==> src/rtl/refsch_pkg.sv <==
package refsch_pkg;

  // command lines ordered {cs_n, ras_n, cas_n, we_n}
  typedef enum logic [3:0] {
    CMD_AREF = 4'b0001,
    CMD_NOP  = 4'b0111
  } dram_cmd_e;

  typedef enum logic [1:0] {
    ST_IDLE  = 2'd0,
    ST_RECOV = 2'd1,
    ST_SELF  = 2'd2
  } seq_state_e;

  function automatic int unsigned max2(input int unsigned a, input int unsigned b);
    return (a > b) ? a : b;
  endfunction

endpackage

==> src/rtl/refsch_interval.sv <==
module refsch_interval #(
  parameter int unsigned T_REFI = 1040
) (
  input  logic clk,
  input  logic rst,
  input  logic clr,
  output logic tick
);
  localparam int unsigned CW = (T_REFI > 2) ? $clog2(T_REFI) : 1;
  localparam logic [CW-1:0] LAST = CW'(T_REFI - 1);

  logic [CW-1:0] cnt;

  always_ff @(posedge clk) begin
    if (rst || clr) begin
      cnt <= '0;
    end else if (cnt == LAST) begin
      cnt <= '0;
    end else begin
      cnt <= cnt + 1'b1;
    end
  end

  assign tick = !clr && (cnt == LAST);


  interval_restart_chk: assert property (@(posedge clk) disable iff (rst)
    clr |=> (cnt == '0));

endmodule

==> src/rtl/refsch_credit.sv <==
module refsch_credit #(
  parameter int unsigned MAX_OWED = 8
) (
  input  logic clk,
  input  logic rst,
  input  logic clr,
  input  logic inc,
  input  logic dec,
  output logic pending,
  output logic urgent
);
  localparam int unsigned OW = $clog2(MAX_OWED + 1);
  localparam logic [OW-1:0] CAP = OW'(MAX_OWED);

  logic [OW-1:0] owed;

  always_ff @(posedge clk) begin
    if (rst || clr) begin
      owed <= '0;
    end else begin
      unique case ({inc, dec})
        2'b10:   if (owed != CAP) owed <= owed + 1'b1;
        2'b01:   if (owed != '0)  owed <= owed - 1'b1;
        default: owed <= owed;
      endcase
    end
  end

  assign pending = (owed != '0);
  assign urgent  = (owed == CAP);


  credit_cap_chk: assert property (@(posedge clk) disable iff (rst)
    owed <= CAP);


  credit_sat_chk: assert property (@(posedge clk) disable iff (rst)
    (inc && !dec && !clr && urgent) |=> urgent);


  credit_balance_chk: assert property (@(posedge clk) disable iff (rst)
    (inc && dec && !clr) |=> (owed == $past(owed)));

endmodule

==> src/rtl/refsch_seq.sv <==
module refsch_seq
  import refsch_pkg::*;
#(
  parameter int unsigned T_RFC  = 10,
  parameter int unsigned T_XSNR = 10,
  parameter int unsigned T_XSRD = 200
) (
  input  logic clk,
  input  logic rst,
  input  logic pending,
  input  logic urgent,
  input  logic sr_req,
  input  logic arb_gnt,
  input  logic banks_idle,
  output logic issue_ref,
  output logic sr_clr,
  output logic arb_req,
  output logic [3:0] cmd,
  output logic cke,
  output logic hold_cmd,
  output logic hold_read
);
  localparam int unsigned RCW = $clog2(max2(max2(T_RFC, T_XSNR), 2));
  localparam int unsigned XCW = $clog2(max2(T_XSRD, 2));

  seq_state_e     state;
  logic [RCW-1:0] rcnt;
  logic [XCW-1:0] rd_cnt;
  logic           rd_busy;
  dram_cmd_e      cmd_q;
  logic           cke_q;
  logic           can_go;
  logic           enter_sr;

  assign can_go    = ((state == ST_IDLE) || ((state == ST_RECOV) && (rcnt == '0)))
                     && arb_gnt && banks_idle;
  assign issue_ref = can_go && pending && (urgent || !sr_req);
  assign enter_sr  = can_go && sr_req && !issue_ref;
  assign sr_clr    = enter_sr || (state == ST_SELF);

  always_ff @(posedge clk) begin
    if (rst) begin
      state   <= ST_IDLE;
      rcnt    <= '0;
      rd_cnt  <= '0;
      rd_busy <= 1'b0;
      cmd_q   <= CMD_NOP;
      cke_q   <= 1'b1;
    end else begin
      cmd_q <= CMD_NOP;
      if (rd_busy) begin
        if (rd_cnt == '0) rd_busy <= 1'b0;
        else              rd_cnt  <= rd_cnt - 1'b1;
      end
      if (issue_ref) begin
        cmd_q <= CMD_AREF;
        state <= ST_RECOV;
        rcnt  <= RCW'(T_RFC - 1);
      end else if (enter_sr) begin
        cmd_q <= CMD_AREF;
        cke_q <= 1'b0;
        state <= ST_SELF;
      end else begin
        unique case (state)
          ST_RECOV: begin
            if (rcnt == '0) state <= ST_IDLE;
            else            rcnt  <= rcnt - 1'b1;
          end
          ST_SELF: begin
            if (!sr_req) begin
              cke_q   <= 1'b1;
              state   <= ST_RECOV;
              rcnt    <= RCW'(T_XSNR - 1);
              rd_busy <= 1'b1;
              rd_cnt  <= XCW'(T_XSRD - 1);
            end
          end
          default: state <= ST_IDLE;
        endcase
      end
    end
  end

  assign arb_req   = (state != ST_SELF) && (pending || sr_req);
  assign cmd       = cmd_q;
  assign cke       = cke_q;
  assign hold_cmd  = (state != ST_IDLE);
  assign hold_read = hold_cmd || rd_busy;


  aref_idle_chk: assert property (@(posedge clk) disable iff (rst)
    (cmd_q == CMD_AREF) |-> ($past(banks_idle) && $past(arb_gnt)));


  aref_gap_chk: assert property (@(posedge clk) disable iff (rst)
    (cmd_q == CMD_AREF && cke_q) |=> (cmd_q == CMD_NOP));


  cke_exit_nop_chk: assert property (@(posedge clk) disable iff (rst)
    $rose(cke_q) |-> (cmd_q == CMD_NOP));


  self_quiet_chk: assert property (@(posedge clk) disable iff (rst)
    (!cke_q && $past(!cke_q)) |-> (cmd_q == CMD_NOP && !arb_req));

endmodule

==> src/rtl/refresh_scheduler.sv <==
module refresh_scheduler #(
  parameter int unsigned T_REFI   = 1040,
  parameter int unsigned MAX_OWED = 8,
  parameter int unsigned T_RFC    = 10,
  parameter int unsigned T_XSNR   = 10,
  parameter int unsigned T_XSRD   = 200
) (
  input  logic       clk,
  input  logic       rst,
  input  logic       banks_idle,
  input  logic       sr_req,
  input  logic       arb_gnt,
  output logic       arb_req,
  output logic       arb_urgent,
  output logic [3:0] cmd,
  output logic       cke,
  output logic       hold_cmd,
  output logic       hold_read
);
  logic tick;
  logic pending;
  logic urgent;
  logic issue_ref;
  logic sr_clr;

  refsch_interval #(.T_REFI(T_REFI)) u_interval (
    .clk  (clk),
    .rst  (rst),
    .clr  (sr_clr),
    .tick (tick)
  );

  refsch_credit #(.MAX_OWED(MAX_OWED)) u_credit (
    .clk     (clk),
    .rst     (rst),
    .clr     (sr_clr),
    .inc     (tick),
    .dec     (issue_ref),
    .pending (pending),
    .urgent  (urgent)
  );

  refsch_seq #(.T_RFC(T_RFC), .T_XSNR(T_XSNR), .T_XSRD(T_XSRD)) u_seq (
    .clk        (clk),
    .rst        (rst),
    .pending    (pending),
    .urgent     (urgent),
    .sr_req     (sr_req),
    .arb_gnt    (arb_gnt),
    .banks_idle (banks_idle),
    .issue_ref  (issue_ref),
    .sr_clr     (sr_clr),
    .arb_req    (arb_req),
    .cmd        (cmd),
    .cke        (cke),
    .hold_cmd   (hold_cmd),
    .hold_read  (hold_read)
  );

  assign arb_urgent = urgent;


  read_hold_chk: assert property (@(posedge clk) disable iff (rst)
    $fell(hold_read) |-> !hold_cmd);

endmodule

==> config.mk <==
export PLATFORM = sky130hd
export DESIGN_NAME = refresh_scheduler
export DESIGN_NICKNAME = d
export VERILOG_FILES = /design/src/rtl/refsch_pkg.sv /design/src/rtl/refsch_interval.sv /design/src/rtl/refsch_credit.sv /design/src/rtl/refsch_seq.sv /design/src/rtl/refresh_scheduler.sv
export SDC_FILE = /design/constraint.sdc
export NUM_CORES = 1
export LEC_CHECK = 0
export ABC_AREA = 1
export BUFFER_PORTS_ARGS = -buffer_cell sky130_fd_sc_hd__clkbuf_2
export CORE_ASPECT_RATIO = 1.25
export CORE_MARGIN = 1
export CORE_UTILIZATION = 42
export DETAILED_ROUTE_END_ITERATION = 10
export GPL_ROUTABILITY_DRIVEN = 0
export GPL_TIMING_DRIVEN = 0
export PLACE_DENSITY = 0.69
export REMOVE_ABC_BUFFERS = 1
export SLEW_MARGIN = 10
export SYNTH_ARGS = -nofsm -noshare
export SYNTH_HDL_FRONTEND = slang
export SYNTH_SLANG_ARGS = --single-unit
export TNS_END_PERCENT = 30
==> constraint.sdc <==
create_clock -name clk -period 2.6 [get_ports clk]
set_input_delay 0.39 -clock clk [delete_from_list [all_inputs] [get_ports clk]]
set_output_delay 0.39 -clock clk [all_outputs]
set_load 0.02 [all_outputs]
==> results.json, run 1 <==
{
  "status": "completed",
  "rows": 27,
  "cts_root_buf": "clkbuf_8",
  "min_path_type": "input pin to flop",
  "final_cell_mix": "54 x nand2_1, 34 x inv_1, 33 x nor2_1",
  "clk_latency_ns": 0.28,
  "worstSetupEndpointType": "flop",
  "initial_core_util_pct": 44.1,
  "place_area_sq_mm": 0.00205,
  "drt_iter0_drc": 63,
  "ys_ff_latch": 32,
  "place_ws_ns": 0.0623,
  "die_height_microns": 78.5,
  "critical_path.max_fanout": 5,
  "num_io_pins": 14,
  "cellPowerDensity_mw_per_mm2": 468,
  "fin_area_sq_mm": 0.00220,
  "setup_ws_ns": 0.215,
  "worst-setup-path-type": "flop to flop",
  "fin_crit_ns": 2.38,
  "setup_tns_ns": 0,
  "die_w_microns": 63.2,
  "mostFrequentLayoutCell": "nand2_1",
  "wl_per_cell_microns": 10.4,
  "fmax_mhz": 419,
  "drcViolationCount": 0,
  "finClkSkew_ns": 0.00342,
  "postSynthCellCount": 270,
  "grt_usage_pct": 15.7,
  "final_core_util_pct": 49.2,
  "synth_area_sq_mm": 0.00196,
  "layout_worst_path_cycle_share_pct": 91.7,
  "drive_above_1_share_pct": 22.0,
  "die_area_sq_mm": 0.00496,
  "cts_max_path_buffers": 2,
  "p_leak_nw": 0.952,
  "setup_viol": 0,
  "cts_made_buffers": 5,
  "syn_to_final_growth_pct": 11.8,
  "synth_warnings": 0,
  "clock_sinks": 32,
  "hold_viol": 0,
  "power_mw": 1.03,
  "synth_area_per_cell_sq_um": 7.28,
  "overflow": 0,
  "ys_types": 32,
  "n_antenna_cell": 0,
  "start_kind": "flop",
  "slew_violations": 0,
  "htreeDepth": 2,
  "port_buffers": 11,
  "routed_wl_microns": 3590,
  "maxCapViolations": 0,
  "ant_nets": 0,
  "post-dp-hpwl_microns": 2670,
  "grt_max_degree": 12,
  "viasPerCell": 4.79,
  "nNetsFinal": 302,
  "peakVddDrop_v": 0.000221,
  "antenna_found_initial": 0,
  "clkTransAtPathRegs_ns": 0.06,
  "core_area_sq_mm": 0.00446,
  "crit_arrival_ns": 2.56,
  "yosysSeqAreaShare_pct": 32.6,
  "cp_data_required_time_ns": 2.77,
  "grt_pass1_wl_microns": 6130,
  "num_vias": 1648,
  "grt_pass1_vias": 1527,
  "cts_tree": "done",
  "dr.pass1.iters": 4
}
[area by class of cell]
| class | instances | area (sq um) |
|---|---|---|
| inverters | 38 | 143 |
| multi-input cells | 195 | 1180 |
| clock buffers | 8 | 90.1 |
| well taps | 58 | 72.6 |
| repair buffers | 13 | 70.1 |
| fillers | 467 | 2260 |
| flip-flops and latches | 32 | 643 |
[final timing paths]
check               startpoint           endpoint  slack, ns  depth (start not counted)
max              u_seq.rcnt[0]   u_credit.owed[2]       0.22                         16
min                        rst      u_seq.rd_busy       0.38                          2
max reg2reg      u_seq.rcnt[0]   u_credit.owed[2]       0.22                         16
min reg2reg  u_interval.cnt[0]  u_interval.cnt[0]       0.42                          1
[power breakdown]
part | switching (mW) | internal [mW]
Sequential | 0.0102 | 0.505
Combinational | 0.0792 | 0.0444
Clock | 0.174 | 0.216
Total | 0.263 | 0.765
[cell usage after synthesis]
cell	instances	area (sq um)
nand2_1	55	206
inv_1	35	131
nor2_1	35	131
dfxtp_1	32	641
nand3_1	15	75.1
ha_1	12	150
a21oi_1	11	55.1
o21ai_0	8	40.0
nor2_2	7	43.8
nand4_1	6	37.5
nand2_2	5	31.3
nor3_1	5	25.0
xnor2_1	5	43.8
xor2_1	5	43.8
nor2_4	4	45.0
a21oi_2	3	26.3
buf_4	3	22.5
inv_2	3	11.3
nand2_4	3	33.8
nor3_2	3	30.0
buf_6	2	22.5
conb_1	2	7.51
nand3_2	2	20.0
a31oi_1	1	6.26
nand3_4	1	17.5
nand3b_1	1	7.51
nand4_4	1	21.3
nor3b_1	1	7.51
nor3b_2	1	12.5
o21ai_1	1	5.00
or2_1	1	6.26
or2_2	1	6.26
[state kept, by name (all words and copies together), names as in the netlist]
signal	flops
u_seq.cmd	1
u_seq.rcnt	4
u_seq.rd_busy	1
u_seq.state	2
u_credit.owed	4
u_interval.cnt	11
u_seq.cke	1
u_seq.rd_cnt	8
[per-stage QoR]
step,hold WS (ns),std cells
floorplan,0.428,265
global placement,0.439,334
detailed placement,0.443,334
CTS,0.384,342
global route,0.386,344
finish,0.383,344
[worst max-delay path: stages, from the launching register on]
cell     delay [ns]
dfxtp_2        0.33
inv_1          0.07
ha_1           0.21
nand3_1        0.12
nand2_2        0.11
nand4_4        0.12
nand2_4        0.07
nor2_2         0.12
inv_1          0.10
ha_4           0.19
xor2_2         0.15
ha_1           0.20
a21oi_2        0.12
xnor2_1        0.13
nor2_1         0.06
a21oi_1        0.11
nor2_1         0.05
[what timing repair did]
item	in CTS	in global routing
resized for setup	0	12
setup buffers	0	2
setup endpoints to repair	0	2
hold buffers	0	0
[metal layers]
metal | share of wire, % | GRT usage (%) | up-vias
met2 | 49 | 27.6 | 25
met3 | 3.7 | 4.07 | 6
met1 | 45 | 17.5 | 746
met5 | 0 | 0 | -
met4 | 1.8 | 6.82 | 0
li1 | - | - | 871
[logic make-up after synthesis]
kind of cell,after synthesis,share of synthesized area (%)
AO/OA/AOI/OAI,24,6.75
XOR/XNOR,10,4.46
adder cells (fa/ha/maj),12,7.64
buffers and inverters,43,9.55
flip-flops,32,32.6
other,2,0.382
AND/OR/NAND/NOR,147,38.6
(Power assumes the default switching activity.)
==> run 2, diff against run 1 <==
Settings changed: PLACE_DENSITY 0.69 to 0.66, SLEW_MARGIN 10 to not set.
==> run 2 against run 1 <==
Critical path depth stayed put. Via count is 1.6% lower. Die area stayed put. Total power is 1.3% higher.
==> results.json, run 2 (synthesis gave the netlist of run 1 again) <==
{
  "grt_pass1_vias": 1532,
  "drcViolationCount": 0,
  "cellPowerDensity_mw_per_mm2": 476,
  "viasPerCell": 4.71,
  "wl_per_cell_microns": 10.1,
  "setup_tns_ns": 0,
  "worst-setup-path-type": "flop to flop",
  "p_comb_share_pct": 12.0,
  "grt_max_degree": 12,
  "hold_viol": 0,
  "die_height_microns": 78.5,
  "fillers": 460,
  "crit_top_cell": "inv_1",
  "mostFrequentLayoutCell": "nand2_1",
  "layout.area.seq_sq_um": 643,
  "swShare_pct": 26.4,
  "core_area_sq_mm": 0.00446,
  "n_antenna_cell": 0,
  "num_vias": 1621,
  "placed_cells": 334,
  "die_area_sq_mm": 0.00496,
  "critical_path.max_fanout": 4,
  "rsz0062_at_grt": "no",
  "multiInputGateArea_sq_mm": 0.00117,
  "switchingPower_mw": 0.275,
  "clock_sinks": 32,
  "fmax_mhz": 419,
  "seq_power_share_pct": 49.5,
  "antenna_found_initial": 0,
  "finClkSkew_ns": 0.00377,
  "fin_crit_ns": 2.39,
  "power.internal_mw": 0.766,
  "maxCapViolations": 0,
  "post-dp-hpwl_microns": 2660,
  "rows": 27,
  "cts_made_buffers": 5,
  "final_core_util_pct": 49.0,
  "port_buffers": 11,
  "htreeDepth": 2,
  "cts_hold_buf": 0,
  "power_mw": 1.04,
  "layout_worst_path_cycle_share_pct": 91.9,
  "initial_core_util_pct": 44.1,
  "start_kind": "flop",
  "worstSetupEndpointType": "flop",
  "min_path_type": "input pin to flop",
  "crit_arrival_ns": 2.57,
  "crit_slowest_cell": "dfxtp_1",
  "dr.pass1.iters": 4,
  "largest_reg_flops": 11,
  "cts_root_buf": "clkbuf_8",
  "cts_tree": "done",
  "drt_iter0_drc": 72,
  "clkTransAtPathRegs_ns": 0.06,
  "slew_violations": 0,
  "largest_register": "u_interval.cnt",
  "routed_wl_microns": 3480,
  "clkPwrFrac_pct": 38.5,
  "overflow": 0,
  "die_w_microns": 63.2,
  "p_leak_nw": 0.953,
  "nNetsFinal": 302,
  "min_from": "rst",
  "cp_data_required_time_ns": 2.78,
  "status": "completed",
  "num_io_pins": 14,
  "syn_to_final_growth_pct": 11.3,
  "drive_above_1_share_pct": 21.7,
  "grt_usage_pct": 16.1,
  "clk_latency_ns": 0.29,
  "peakVddDrop_v": 0.000281,
  "final_cell_mix": "54 x nand2_1, 35 x inv_1, 33 x nor2_1",
  "setup_viol": 0,
  "finalNonFillerCells": 344,
  "cts_max_path_buffers": 2,
  "reg_top3": "u_interval.cnt x11, u_seq.rd_cnt x8",
  "cpPeakStageDelay_ns": 0.36,
  "grt_pass1_wl_microns": 6280,
  "startpoint": "u_seq.state[0]",
  "crit_chain": "inv_1 > ha_1 > inv_1 > nand2_2 > nand4_4 > nand2_4 > nor2_2 > inv_1 > ha_2 > xor2_2 > ha_1 > a21oi_1 > xnor2_1 > nor2_1 > a21oi_1 > nor2_1",
  "worstReg2RegStart": "u_seq.state[0]",
  "ant_nets": 0
}
run 2: changes by cell type in the layout (fill, tap and decap cells not counted):
cell,before,now
a21oi_1,10,11
a21oi_2,4,3
ha_2,1,2
ha_4,1,0
inv_1,34,35
inv_2,4,3
nand3_1,15,14
nand3_2,1,2
run 2: per-stage QoR:
stage	cell area [sq um]	setup slack (ns)	hold slack, ns
CTS	2140	0.0138	0.366
finish	2190	0.211	0.373
global route	2190	0.00697	0.367
floorplan	1920	0.209	0.428
global placement	2050	0.0672	0.440
detailed placement	2050	0.0304	0.447
run 2: critical path: cells and delay by family (launching register included):
family,cells,cell delay (ns)
AO/OA/AOI/OAI,2,0.26
adder cells (fa/ha/maj),3,0.63
AND/OR/NAND/NOR,6,0.50
flip-flops,1,0.36
buffers and inverters,3,0.23
XOR/XNOR,2,0.30
run 2: path summary, 6_finish.rpt:
path	endpoint	slack, ns	cells past startpoint
worst max-delay path	u_credit.owed[2]	0.21	16
worst min-delay path	u_seq.rd_busy	0.37	2
worst max register to register	u_credit.owed[2]	0.21	16
worst min register to register	u_interval.cnt[0]	0.42	1
run 2: power by group through the flow:
stage,Sequential (mW),Combinational (mW),Clock [mW]
floorplan,0.526,0.0916,0
global placement,0.525,0.119,0
detailed placement,0.526,0.121,0
CTS,0.515,0.121,0.415
global route,0.517,0.144,0.436
finish,0.515,0.125,0.400
run 2: routing by layer:
metal	GRT usage (%)	up-vias	part of all wire, %
li1	-	878	-
met1	18.2	718	48
met2	28.1	17	48
met3	4.07	8	2.5
met4	7.50	0	1.9
met5	0	-	0
run 2: area by class of cell:
class                   instances  share of cell area (%)
well taps                      58                    3.32
multi-input cells             195                    53.4
clock buffers                   8                    4.12
repair buffers                 13                    3.20
flip-flops and latches         32                    29.4
inverters                      38                    6.52
run 2: repair_timing:
action	CTS	global route
endpoints found under the setup margin	0	2
buffers inserted	0	2
resized for setup	0	10
==> run 3, diff against run 2 <==
Settings changed: BUFFER_PORTS_ARGS -buffer_cell sky130_fd_sc_hd__clkbuf_2 to -buffer_cell sky130_fd_sc_hd__buf_2, MAX_ROUTING_LAYER set to met4, TNS_END_PERCENT 30 to 5.
==> run 3 against run 2 <==
Maximum frequency increased by 1.9%. Routed wire length decreased by 2.5%. Clock-buffer cell count unchanged. Highest routed layer unchanged. Total power decreased by 1.7%. Register-to-register slack improved by 0.04 ns.
==> results.json, run 3 (synthesis gave the netlist of run 1 again) <==
{
  "cp_data_required_time_ns": 2.77,
  "die_area_sq_mm": 0.00496,
  "clock_sinks": 32,
  "worst-setup-path-type": "flop to flop",
  "min_path_type": "input pin to flop",
  "drive_above_1_share_pct": 21.7,
  "finalNonFillerCells": 344,
  "slew_violations": 0,
  "die_height_microns": 78.5,
  "cts_root_buf": "clkbuf_8",
  "p_leak_nw": 0.952,
  "crit_chain": "inv_1 > ha_1 > nand3_2 > nand2_2 > nand4_4 > nand2_4 > nor2_2 > inv_1 > ha_2 > xor2_2 > ha_1 > a21oi_2 > xnor2_1 > nor2_1 > a21oi_1 > nor2_1",
  "start_kind": "flop",
  "initial_core_util_pct": 44.1,
  "cts_max_path_buffers": 2,
  "die_w_microns": 63.2,
  "core_area_sq_mm": 0.00446,
  "clkPwrFrac_pct": 37.6,
  "place_area_sq_mm": 0.00205,
  "seq_power_share_pct": 50.3,
  "syn_to_final_growth_pct": 11.4,
  "drt_iter0_drc": 57,
  "routed_wl_microns": 3390,
  "grt_max_degree": 12,
  "mostFrequentLayoutCell": "nand2_1",
  "worstSetupEndpointType": "flop",
  "peakVddDrop_v": 0.000351,
  "status": "completed",
  "wl_per_cell_microns": 9.86,
  "p_comb_share_pct": 12.1,
  "fin_crit_ns": 2.34,
  "final_cell_mix": "54 x nand2_1, 35 x inv_1, 33 x nor2_1",
  "maxCapViolations": 0,
  "fin_area_sq_mm": 0.00219,
  "final_core_util_pct": 49.1,
  "clkTransAtPathRegs_ns": 0.06,
  "cellPowerDensity_mw_per_mm2": 468,
  "num_vias": 1581,
  "nNetsFinal": 302,
  "drcViolationCount": 0,
  "cts_tree": "done",
  "grt_pass1_vias": 1549,
  "swShare_pct": 25.2,
  "finClkSkew_ns": 0.00264,
  "grt_pass1_wl_microns": 6240,
  "largest_reg_flops": 11,
  "post-dp-hpwl_microns": 2600,
  "hold_viol": 0,
  "switchingPower_mw": 0.258,
  "largest_register": "u_interval.cnt",
  "dr.pass1.iters": 4,
  "htreeDepth": 2,
  "fillers": 470,
  "reg_top3": "u_interval.cnt x11, u_seq.rd_cnt x8",
  "placed_cells": 334,
  "layout_worst_path_cycle_share_pct": 90.2,
  "r2r_setup_slack_ns": 0.26,
  "clk_latency_ns": 0.28,
  "num_io_pins": 14,
  "fmax_mhz": 426,
  "cts_made_buffers": 5,
  "crit_slowest_cell": "dfxtp_1",
  "power.internal_mw": 0.765,
  "grt_usage_pct": 16.1,
  "crit_arrival_ns": 2.52,
  "ant_nets": 0,
  "cpPeakStageDelay_ns": 0.35,
  "power_mw": 1.02,
  "viasPerCell": 4.60,
  "port_buffers": 11,
  "setup_viol": 0,
  "setup_tns_ns": 0,
  "rows": 27,
  "n_antenna_cell": 0,
  "overflow": 0,
  "antenna_found_initial": 0,
  "critical_path.max_fanout": 4
}
==> run 3: power by group through the flow <==
stage / Sequential, mW / Combinational (mW) / Clock [mW]
6_report: 0.515 / 0.124 / 0.384
4_1_cts: 0.515 / 0.121 / 0.400
2_1_floorplan: 0.526 / 0.0916 / 0
3_5_place_dp: 0.525 / 0.120 / 0
5_1_grt: 0.517 / 0.143 / 0.420
3_3_place_gp: 0.525 / 0.119 / 0
==> run 3: worst max-delay path, delay by kind of cell (launching register included) <==
family          cells  cell delay (ns)
compound gates      2             0.22
xor+xnor            2             0.29
fa+ha+maj           3             0.64
buf+inv             2             0.15
flops               1             0.35
simple gates        7             0.61
==> run 3: final cells by class <==
cell class	instances	area, sq um	share of cell area (%)
Clock buffer	8	90.1	4.12
Sequential cell	32	643	29.4
Timing Repair Buffer	13	70.1	3.20
Tap cell	58	72.6	3.32
Multi-Input combinational cell	195	1170	53.5
Inverter	38	143	6.52
==> run 3: stage by stage <==
step           hold WS, ns  worst slack (ns)
2_1_floorplan        0.428             0.209
3_5_place_dp         0.446            0.0665
4_1_cts              0.363            0.0357
3_3_place_gp         0.439            0.0735
5_1_grt              0.369         -0.000855
6_report             0.370             0.255
==> run 3: timing repair <==
| item | CTS | global route |
|---|---|---|
| hold buffers | 0 | 0 |
| gates resized for setup | 0 | 10 |
| buffers inserted | 0 | 2 |
| endpoints found under the setup margin | 0 | 2 |
==> run 3: per-layer routing <==
| metal | up-vias | GRT usage, % | share of wire, % |
|---|---|---|---|
| met5 | - | - | 0 |
| met2 | 15 | 26.9 | 48 |
| li1 | 873 | - | - |
| met4 | 0 | 6.82 | 1.6 |
| met1 | 688 | 18.4 | 48 |
| met3 | 5 | 3.63 | 2.7 |
==> run 3: worst paths after layout <==
check	startpoint	end	cells past startpoint
worst max-delay path	u_seq.rcnt[0]	u_credit.owed[2]	16
worst min-delay path	rst	u_seq.rd_busy	2
worst min register to register	u_interval.cnt[0]	u_interval.cnt[0]	1
worst max register to register	u_seq.rcnt[0]	u_credit.owed[2]	16
